### config.mk
export PLATFORM = sky130hd
export DESIGN_NAME = intc_core
export DESIGN_NICKNAME = d
export VERILOG_FILES = /design/src/rtl/intc_pkg.sv /design/src/rtl/intc_edge.sv /design/src/rtl/intc_prio.sv /design/src/rtl/intc_regs.sv /design/src/rtl/intc_core.sv
export SDC_FILE = /design/constraint.sdc
export NUM_CORES = 1
export LEC_CHECK = 0
export BUFFER_PORTS_ARGS = -buffer_cell sky130_fd_sc_hd__buf_2
export CORE_ASPECT_RATIO = 1.25
export CORE_MARGIN = 2
export CORE_UTILIZATION = 51
export CTS_CLUSTER_DIAMETER = 200
export DETAILED_ROUTE_END_ITERATION = 8
export GPL_ROUTABILITY_DRIVEN = 0
export PLACE_DENSITY_LB_ADDON = 0.05
export RECOVER_POWER = 100
export SLEW_MARGIN = 25
export SYNTH_ARGS = -nofsm -noshare
export SYNTH_HDL_FRONTEND = slang
export SYNTH_HIERARCHICAL = 1
export SYNTH_SLANG_ARGS = --single-unit
### constraint.sdc
create_clock -name clk -period 2.7 [get_ports clk]
set_input_delay 0.81 -clock clk [delete_from_list [all_inputs] [get_ports clk]]
set_output_delay 0.81 -clock clk [all_outputs]
set_load 0.1 [all_outputs]
### src/rtl/intc_pkg.sv
package intc_pkg;

  typedef enum logic [1:0] {
    OP_LOAD = 2'd0,
    OP_SET  = 2'd1,
    OP_CLR  = 2'd2,
    OP_NONE = 2'd3
  } wr_op_e;

  localparam logic [1:0] ADDR_ENABLE  = 2'd0;
  localparam logic [1:0] ADDR_FLAGS   = 2'd1;
  localparam logic [1:0] ADDR_CONTROL = 2'd2;

  localparam int MASTER_BIT = 0;

  function automatic logic apply_op(input logic cur, input wr_op_e op,
                                    input logic sel, input logic din);
    case (op)
      OP_LOAD: apply_op = din;
      OP_SET:  apply_op = sel ? 1'b1 : cur;
      OP_CLR:  apply_op = sel ? 1'b0 : cur;
      default: apply_op = cur;
    endcase
  endfunction

endpackage

### src/rtl/intc_edge.sv
module intc_edge #(
  parameter int NSRC = 8
) (
  input  logic            clk,
  input  logic            rst,
  input  logic [NSRC-1:0] src_i,
  output logic [NSRC-1:0] rise_o
);

  logic [NSRC-1:0] src_q;

  always_ff @(posedge clk) begin
    if (rst) src_q <= '0;
    else     src_q <= src_i;
  end

  assign rise_o = src_i & ~src_q;

endmodule

### src/rtl/intc_prio.sv
module intc_prio #(
  parameter int NSRC = 8,
  localparam int IDX_W = (NSRC > 1) ? $clog2(NSRC) : 1
) (
  input  logic [NSRC-1:0]  req_i,
  output logic             any_o,
  output logic [IDX_W-1:0] idx_o
);

  // scan from the top down so the lowest set index is the last one kept
  always_comb begin
    idx_o = '0;
    for (int i = NSRC - 1; i >= 0; i--) begin
      if (req_i[i]) idx_o = IDX_W'(i);
    end
  end

  assign any_o = |req_i;

endmodule

### src/rtl/intc_regs.sv
module intc_regs
  import intc_pkg::*;
#(
  parameter int NSRC  = 8,
  parameter int REG_W = 8,
  localparam int IDX_W = (NSRC > 1) ? $clog2(NSRC) : 1,
  localparam int BIT_W = (REG_W > 1) ? $clog2(REG_W) : 1
) (
  input  logic             clk,
  input  logic             rst,
  input  logic [NSRC-1:0]  rise_i,
  input  logic             wr_en_i,
  input  logic [1:0]       wr_addr_i,
  input  wr_op_e           wr_op_i,
  input  logic [BIT_W-1:0] wr_bit_i,
  input  logic [REG_W-1:0] wr_data_i,
  input  logic             ack_i,
  input  logic [IDX_W-1:0] ack_idx_i,
  input  logic             reti_i,
  output logic [NSRC-1:0]  en_q_o,
  output logic [NSRC-1:0]  pend_q_o,
  output logic             master_q_o,
  output logic [NSRC-1:0]  en_n_o,
  output logic [NSRC-1:0]  pend_n_o,
  output logic             master_n_o
);

  logic [NSRC-1:0] en_q, pend_q;
  logic            master_q;
  logic            hit_en, hit_flags, hit_ctl;

  assign hit_en    = wr_en_i && (wr_addr_i == ADDR_ENABLE);
  assign hit_flags = wr_en_i && (wr_addr_i == ADDR_FLAGS);
  assign hit_ctl   = wr_en_i && (wr_addr_i == ADDR_CONTROL);

  // per-source next state: software write, then acknowledge, then edge capture
  for (genvar g = 0; g < NSRC; g++) begin : g_src
    logic sel;
    logic en_w, pend_w, pend_a;

    assign sel    = (wr_bit_i == BIT_W'(g));
    assign en_w   = hit_en ? apply_op(en_q[g], wr_op_i, sel, wr_data_i[g]) : en_q[g];
    assign pend_w = hit_flags ? apply_op(pend_q[g], wr_op_i, sel, wr_data_i[g]) : pend_q[g];
    assign pend_a = (ack_i && (ack_idx_i == IDX_W'(g))) ? 1'b0 : pend_w;

    assign en_n_o[g]   = en_w;
    assign pend_n_o[g] = pend_a | rise_i[g];
  end

  // master enable: software, then return, then entry (entry wins)
  always_comb begin
    master_n_o = master_q;
    if (hit_ctl)
      master_n_o = apply_op(master_q, wr_op_i, wr_bit_i == BIT_W'(MASTER_BIT),
                            wr_data_i[MASTER_BIT]);
    if (reti_i) master_n_o = 1'b1;
    if (ack_i)  master_n_o = 1'b0;
  end

  always_ff @(posedge clk) begin
    if (rst) begin
      en_q     <= '0;
      pend_q   <= '0;
      master_q <= 1'b0;
    end else begin
      en_q     <= en_n_o;
      pend_q   <= pend_n_o;
      master_q <= master_n_o;
    end
  end

  assign en_q_o     = en_q;
  assign pend_q_o   = pend_q;
  assign master_q_o = master_q;

  // reset leaves every state bit cleared
  a_r1_reset_clears: assert property (@(posedge clk)
    $past(rst) |-> (en_q == '0 && pend_q == '0 && !master_q));

  // a detected rising edge is held as a pending flag
  a_r2_edge_latches: assert property (@(posedge clk) disable iff (rst)
    (rise_i != '0) |=> ((pend_q & $past(rise_i)) == $past(rise_i)));

  // entry clears the master enable
  a_r6_entry_drops_master: assert property (@(posedge clk) disable iff (rst)
    ack_i |=> !master_q);

  // entry clears the served flag unless a new edge or flag write collides
  a_r6_ack_clears_flag: assert property (@(posedge clk) disable iff (rst)
    (ack_i && !rise_i[ack_idx_i] && !hit_flags) |=> !pend_q[$past(ack_idx_i)]);

  // return without entry sets the master enable
  a_r7_return_raises_master: assert property (@(posedge clk) disable iff (rst)
    (reti_i && !ack_i) |=> master_q);

endmodule

### src/rtl/intc_core.sv
module intc_core
  import intc_pkg::*;
#(
  parameter int NSRC  = 8,
  parameter int REG_W = 8,
  localparam int IDX_W = (NSRC > 1) ? $clog2(NSRC) : 1,
  localparam int BIT_W = (REG_W > 1) ? $clog2(REG_W) : 1
) (
  input  logic             clk,
  input  logic             rst,
  input  logic [NSRC-1:0]  src_i,
  input  logic             wr_en_i,
  input  logic [1:0]       wr_addr_i,
  input  logic [1:0]       wr_op_i,
  input  logic [BIT_W-1:0] wr_bit_i,
  input  logic [REG_W-1:0] wr_data_i,
  input  logic             ack_i,
  input  logic             reti_i,
  output logic             irq_o,
  output logic [IDX_W-1:0] vec_o
);

  logic [NSRC-1:0]  rise;
  logic [NSRC-1:0]  en_q, pend_q, en_n, pend_n;
  logic             master_q, master_n;
  logic             any_n;
  logic [IDX_W-1:0] idx_n;
  logic             irq_q;
  logic [IDX_W-1:0] vec_q;

  intc_edge #(.NSRC(NSRC)) u_edge (
    .clk   (clk),
    .rst   (rst),
    .src_i (src_i),
    .rise_o(rise)
  );

  intc_regs #(.NSRC(NSRC), .REG_W(REG_W)) u_regs (
    .clk       (clk),
    .rst       (rst),
    .rise_i    (rise),
    .wr_en_i   (wr_en_i),
    .wr_addr_i (wr_addr_i),
    .wr_op_i   (wr_op_e'(wr_op_i)),
    .wr_bit_i  (wr_bit_i),
    .wr_data_i (wr_data_i),
    .ack_i     (ack_i),
    .ack_idx_i (vec_q),
    .reti_i    (reti_i),
    .en_q_o    (en_q),
    .pend_q_o  (pend_q),
    .master_q_o(master_q),
    .en_n_o    (en_n),
    .pend_n_o  (pend_n),
    .master_n_o(master_n)
  );

  intc_prio #(.NSRC(NSRC)) u_prio (
    .req_i(pend_n & en_n),
    .any_o(any_n),
    .idx_o(idx_n)
  );

  // outputs registered from next state so they match the state registers
  always_ff @(posedge clk) begin
    if (rst) begin
      irq_q <= 1'b0;
      vec_q <= '0;
    end else begin
      irq_q <= master_n & any_n;
      vec_q <= idx_n;
    end
  end

  assign irq_o = irq_q;
  assign vec_o = vec_q;

  // a request is raised only with the master enable and an enabled flag
  a_r4_irq_gated: assert property (@(posedge clk) disable iff (rst)
    irq_o |-> (master_q && ((pend_q & en_q) != '0)));

  // an enabled pending flag with the master enable always requests
  a_r4_irq_complete: assert property (@(posedge clk) disable iff (rst)
    (master_q && ((pend_q & en_q) != '0)) |-> irq_o);

  // the shown index is pending, enabled and has no lower competitor
  a_r5_vec_lowest: assert property (@(posedge clk) disable iff (rst)
    ((pend_q & en_q) != '0) |->
      (pend_q[vec_o] && en_q[vec_o] &&
       ((pend_q & en_q & ((NSRC'(1) << vec_o) - NSRC'(1))) == '0)));

endmodule

==> flow_summary.yaml, run 1 <==
outcome:
  status: "completed"
floorplan:
  rows: 25
  io_pins: 32
  core_area_um2: 3750
  start_util_pct: 52.6
  dieArea_um2: 4390
  die_x_um: 59.7
  die_h_um: 73.6
placement:
  numPortBuffers: 31
  place_inst: 298
  dp_hpwl_um: 3680
worst_setup_path:
  r2r_end: "vec_o[2]"
  cp-start-kind: "primary input"
  setup.worst_path.class: "in2reg"
  arrival_ns: 2.71
  cp.required_ns: 2.85
  r2r_slack_ns: 0.91
  cp-startpoint: "wr_op_i[1]"
  reg2regPathDepth: 8
  crit-reg2reg-launch: "vec_o[1]"
  endpoint_kind: "register"
  critPathMaxFanout: 6
drt:
  drtIter0Drc: 153
  vias: 1794
  wl_per_cell_um: 15.4
  ant_nets: 0
  drc: 0
  viasPerCell: 5.88
  drt-total-wl_um: 4690
  dr.pass1.iters: 4
timing:
  worst_pin_slew_ns: 1.17
  maxSlewHeadroom_pct: 22.6
  fmax_ghz: 0.391
  setup_viol: 0
  final.period_utilization_pct: 94.8
  maxSlewViolCount: 0
  tns_ns: 0
  period_needed_ns: 2.56
  rsz0062_at_grt: "no"
  hold_violations: 0
  fin_worst_skew_ns: 0.00634
clock_tree:
  path_clk_slew_ns: 0.06
  clkLatencyLatePin_ns: 0.27
  cts_root_buf: "clkbuf_8"
  cts_buffers: 5
  cts_buffer_depth: 2
  tritoncts: "yes"
  clock-sinks: 29
  htree_num_levels: 2
global_routing:
  grt_pass1_vias: 1682
  overflow: 0
  grt_antenna_before_repair: 0
  grtUsageTotal_pct: 23.6
  grt_max_degree: 30
  grt_pass1_wl_um: 7790
final_layout:
  antenna_cells: 0
  layout.nets: 293
  drive_gt1_share_pct: 27.9
  fin_cells: 305
  syn_to_final_growth_pct: 16.8
synth:
  syn_nets: 257
  avgSynthCellArea_um2: 8.63
  yosysWarnings: 6
  yosys.cell_types.count: 49
  synth_top_area_share_pct: 29.4
  synth.area.top_cells: "dfxtp_1 (29%), nor2b_1 (8.2%), a2111oi_2 (3.8%), o2111ai_1 (3.1%), or3b_1 (3.1%)"
  yosys_register_bits: 29
  netlist_area_um2: 1980
  ys_seq_area_share_pct: 29.4
  yosysTopAreaCell: "dfxtp_1"
  syn_inst: 229
power:
  p_total_w: 0.00103
  power_density_nw_per_um2: 446
  p_leak_nw: 0.932
  peakVddDrop_mv: 0.485
worst_hold_path:
  holdPathEnd: "u_regs/pend_q_o[0]"
  min_path_cells: 3
  min_from: "u_edge/src_q[0]"
  worst_hold_path_type: "reg2reg"
run:
  max-cap-violations: 0
## power by group
part,total (W),switching (W),internal (W)
clock,0.000347,0.000145,0.000201
sequential,0.000458,0.00000815,0.000450
combinational,0.000226,0.000127,0.0000988
## routing by layer
metal	up-vias	track usage, %	wire length [µm]
met5	-	0	0
met4	0	7.65	64
met3	7	4.93	293
met2	67	38.8	2240
met1	811	30.6	2090
li1	909	-	-
## stage by stage
| step | utilization (%) | worst slack, ns | hold WS [ns] | cell area (µm²) |
|---|---|---|---|---|
| floorplan | - | -0.0791 | 0.475 | 1990 |
| global placement | 59.3 | -0.0651 | 0.485 | 2230 |
| detailed placement | 59.3 | -0.147 | 0.492 | 2230 |
| CTS | 61.6 | 0.115 | 0.499 | 2310 |
| global route | 61.5 | 0.00809 | 0.528 | 2310 |
| finish | 61.5 | 0.141 | 0.492 | 2310 |
## critical path, cell delays in order
cell and delay, ns:
buf_2 0.13, clkbuf_1 0.15, or3b_1 0.41, a2111oi_0 0.46
o22a_1 0.22, and2_4 0.17, nor2_1 0.04, o21ai_0 0.07
a21boi_0 0.10, nor2b_1 0.13
## cell type report
class	count	area (µm²)
Fill cell	368	1450
Sequential cell	29	581
Clock buffer	7	86.3
Tap cell	40	50.0
Multi-Input combinational cell	165	1210
Inverter	11	41.3
Timing Repair Buffer	53	337
## layout by cell type (no fill, tap or decap), types with 6 or more instances in the layout
cell,count
o21ai_0,8
or3b_1,7
a21oi_1,9
o21bai_1,8
and2_1,6
dfxtp_1,29
o22a_1,6
nand2_1,10
buf_4,19
inv_1,10
o211ai_1,7
a211oi_1,6
clkbuf_8,6
nor2b_1,26
buf_2,27
o2111ai_1,7
clkbuf_1,6
## what timing repair did
action                     in CTS  in global routing
hold endpoints to repair        0                  0
hold buffers                    0                  0
setup endpoints to repair       0                  2
buffers inserted                0                  0
resized for setup               0                  7
## sequential cells by signal, indices dropped and copies added, names as in the netlist
name	flops
u_regs/pend_q_o	8
u_regs/master_q_o	1
vec_o	3
u_regs/en_q_o	8
u_edge/src_q	8
irq_o	1
## Yosys cell counts (all sizes together)
library cell / instances
a2111oi: 9
a211oi: 8
a21bo: 1
a21boi: 2
a21oi: 9
and2: 8
and2b: 4
and3: 1
and3b: 5
buf: 18
clkbuf: 6
dfxtp: 29
inv: 11
nand2: 10
nand2b: 2
nand3: 4
nand3b: 5
nand4: 1
nand4b: 2
nor2: 5
nor2b: 27
nor3: 1
nor3b: 3
nor4: 1
o2111ai: 7
o211ai: 7
o21ai: 8
o21bai: 8
o221a: 1
o221ai: 1
o22a: 8
o22ai: 1
o41ai: 1
or2: 1
or3: 2
or3b: 11
or4: 1
## how the worst max path moves through the flow
stage / cells after the start / slack (ns) / endpoint
6_report: 10 / 0.14 / vec_o[1]
5_1_grt: 10 / 0.008 / vec_o[0]
4_1_cts: 9 / 0.11 / vec_o[0]
3_5_place_dp: 9 / -0.15 / vec_o[0]
3_3_place_gp: 10 / -0.07 / vec_o[2]
2_1_floorplan: 11 / -0.08 / vec_o[2]
## cells by family after synthesis
kind of cell,count (synthesis),synth area share [%]
buffers and inverters,35,9.69
and+or+nand+nor,94,31.5
DFF,29,29.4
AOI/OAI and AO/OA,71,29.5
(Power assumes the default switching activity.)
==> inputs of run 2 (changes only) <==
--- a/config.mk
+++ b/config.mk
@@ -8,7 +8,7 @@
 export BUFFER_PORTS_ARGS = -buffer_cell sky130_fd_sc_hd__buf_2
 export CORE_ASPECT_RATIO = 1.25
 export CORE_MARGIN = 2
-export CORE_UTILIZATION = 51
+export CORE_UTILIZATION = 50
 export CTS_CLUSTER_DIAMETER = 200
 export DETAILED_ROUTE_END_ITERATION = 8
 export GPL_ROUTABILITY_DRIVEN = 0
@@ -17,5 +17,4 @@
 export SLEW_MARGIN = 25
 export SYNTH_ARGS = -nofsm -noshare
 export SYNTH_HDL_FRONTEND = slang
-export SYNTH_HIERARCHICAL = 1
 export SYNTH_SLANG_ARGS = --single-unit
==> run 2 against run 1 <==
Against the previous run: die area down 8.4%; global-route usage grew 3.1 points; non-clock buffer count is 5 higher; clock-buffer cell count unchanged; final cell count down 0.98%; clock skew shrank 0.0013 ns; synthesized area down 11%; largest cell class unchanged; largest power group unchanged; highest routed layer unchanged.
==> flow_summary.yaml, run 2 <==
final_layout:
  final_design_area_no_fill_um2: 2200
  fillers: 326
  antenna_cells: 0
  layout.nets: 291
  drive_gt1_share_pct: 25.5
  multi_input_area_um2: 1100
  syn_to_final_growth_pct: 24.8
  ff_latch_area_um2: 581
  final_common_cell: "dfxtp_1"
  fin_util_pct: 64.3
  mostFrequentLayoutCells: "dfxtp_1 (29), nor2_1 (27), buf_2 (25), buf_4 (22), nor2b_1 (16)"
timing:
  hold_violations: 0
  maxSlewViolCount: 0
  period_needed_ns: 2.61
  final.period_utilization_pct: 96.8
  rsz0062_at_grt: "no"
  fmax_ghz: 0.383
  maxSlewHeadroom_pct: 22.7
  worst_pin_slew_ns: 1.17
  timing.hold.ws_ns: 0.509
  setup_viol: 0
  fin_worst_skew_ns: 0.00502
worst_setup_path:
  setup.worst_path.class: "in2reg"
  cp_slowest_cell: "or3b_1"
  cp.required_ns: 2.87
  cp-start-kind: "primary input"
  arrival_ns: 2.78
  endpoint_kind: "register"
  critical_path.most_common_cell: "a211oi_1"
  max_stage_delay_ns: 0.41
  path_delay_family: "compound AO/OA/AOI/OAI gates"
  critPathBufInv: 2
  critPathMaxFanout: 12
  cp_cell_sequence: "clkbuf_1 > buf_12 > or3b_1 > a211oi_1 > o22ai_1 > a211oi_2 > a211oi_1 > and3_1"
global_routing:
  grt_pass1_wl_um: 8330
  grt_antenna_before_repair: 0
  grtUsageTotal_pct: 26.7
  grt_busiest_layer: "met2"
  overflow: 0
  grt_use_met2_pct: 43.0
  met1_usage_pct: 33.7
  grt_pass1_vias: 1796
  grt_max_degree: 29
  gr-usage-met3_pct: 5.19
synth:
  async_reset_ff_share_pct: 0
  yosysWarnings: 0
  yosysMostFrequentCell: "dfxtp_1"
  netlist_area_um2: 1760
  yosys_register_bits: 29
  synth.area.top_cells: "dfxtp_1 (33%), a211oi_1 (6.0%), nor2_1 (5.7%), nor2b_1 (5.7%), or3b_1 (3.5%)"
  syn_nets: 237
  synth_ff_type: "dfxtp_1"
  synth_edf_count: 0
  yosys.cell_types.count: 62
  yosys-top-cells-count: "dfxtp_1 (29), nor2_1 (27), nor2b_1 (16)"
  syn_inst: 209
  yosysTopAreaCell: "dfxtp_1"
  ys_seq_area_share_pct: 32.9
  synth_top_area_share_pct: 32.9
  avgSynthCellArea_um2: 8.44
power:
  power_density_nw_per_um2: 470
  switching_share_pct: 27.7
  p_seq_share_pct: 44.5
  p_leak_nw: 0.887
  internal-power_w: 0.000747
  peakVddDrop_mv: 0.409
  pwr-share-comb_pct: 21.6
  clkPwrFrac_pct: 33.9
  p_switching_w: 0.000287
drt:
  drc: 0
  drt-total-wl_um: 4930
  dr.pass1.iters: 5
  drtIter0Drc: 82
  vias: 1849
  ant_nets: 0
  viasPerCell: 6.12
  wl_per_cell_um: 16.3
floorplan:
  die_x_um: 57.1
  die_h_um: 70.4
  core_area_um2: 3420
  io_pins: 32
  rows: 24
  dieArea_um2: 4020
  start_util_pct: 51.5
clock_tree:
  clkLatencyLatePin_ns: 0.28
  tritoncts: "yes"
  cts_buffer_depth: 2
  postCtsSetupBuffers: 0
  cts_resized: 0
  path_clk_slew_ns: 0.05
  htree_num_levels: 2
  clock-sinks: 29
  cts_buffers: 5
  cts_root_buf: "clkbuf_8"
  ctsHoldBuffers: 0
placement:
  place_area_um2: 2140
  numPortBuffers: 31
  dp_hpwl_um: 3780
run:
  max-cap-violations: 0
outcome:
  status: "completed"
worst_hold_path:
  worst_hold_path_type: "reg2reg"
[run 2: cell families (layout without fill, tap and decap cells)]
group	after synthesis	after routing	share of synthesized area [%]
AO/OA/AOI/OAI	69	69	30.4
buffers and inverters	16	70	4.33
flip-flops	29	29	32.9
multiplexers	2	2	1.13
AND/OR/NAND/NOR	93	93	31.2
[run 2: cell type report]
cell class / instances / area share (%)
clock buffer: 7 / 3.92
inverter: 5 / 0.852
multi-input combinational: 164 / 49.9
sequential: 29 / 26.4
tap: 39 / 2.22
timing repair buffer: 58 / 16.8
[run 2: routing by layer]
layer | part of all wire (%) | vias to the layer above
li1 | - | 899
met1 | 43 | 863
met2 | 49 | 77
met3 | 6.0 | 10
met4 | 2.4 | 0
met5 | 0 | -
[run 2: worst min-delay path, delay by kind of cell (launching register included)]
kind	cells	cell delay [ns]
and+or+nand+nor	1	0.11
AOI/OAI and AO/OA	1	0.06
DFF	1	0.29
[run 2: power groups by stage]
stage	combinational, W	sequential, W	clock (W)
3_5_place_dp	0.000223	0.000469	0
6_report	0.000224	0.000460	0.000351
2_1_floorplan	0.000120	0.000483	0
4_1_cts	0.000224	0.000459	0.000362
3_3_place_gp	0.000218	0.000468	0
5_1_grt	0.000244	0.000461	0.000374
[run 2: stage by stage]
step | power [W] | setup WS [ns] | TNS, ns | std cells
after global placement | 0.000686 | -0.0481 | -0.0859 | 295
final | 0.00103 | 0.0874 | 0 | 302
after global routing | 0.00108 | 0.0379 | 0 | 302
after detailed placement | 0.000692 | -0.0840 | -0.229 | 295
after floorplan | 0.000603 | 0.205 | 0 | 209
after CTS | 0.00105 | 0.191 | 0 | 302
[run 2: worst paths after layout]
kind / from / cells past startpoint / to / slack, ns
setup / recovery: wr_op_i[1] / 8 / vec_o[2] / 0.09
setup reg to reg: vec_o[2] / 6 / vec_o[2] / 0.69
hold / removal: u_edge.src_q[3] / 2 / u_regs.pend_q_o[3] / 0.51
hold reg to reg: u_edge.src_q[3] / 2 / u_regs.pend_q_o[3] / 0.51
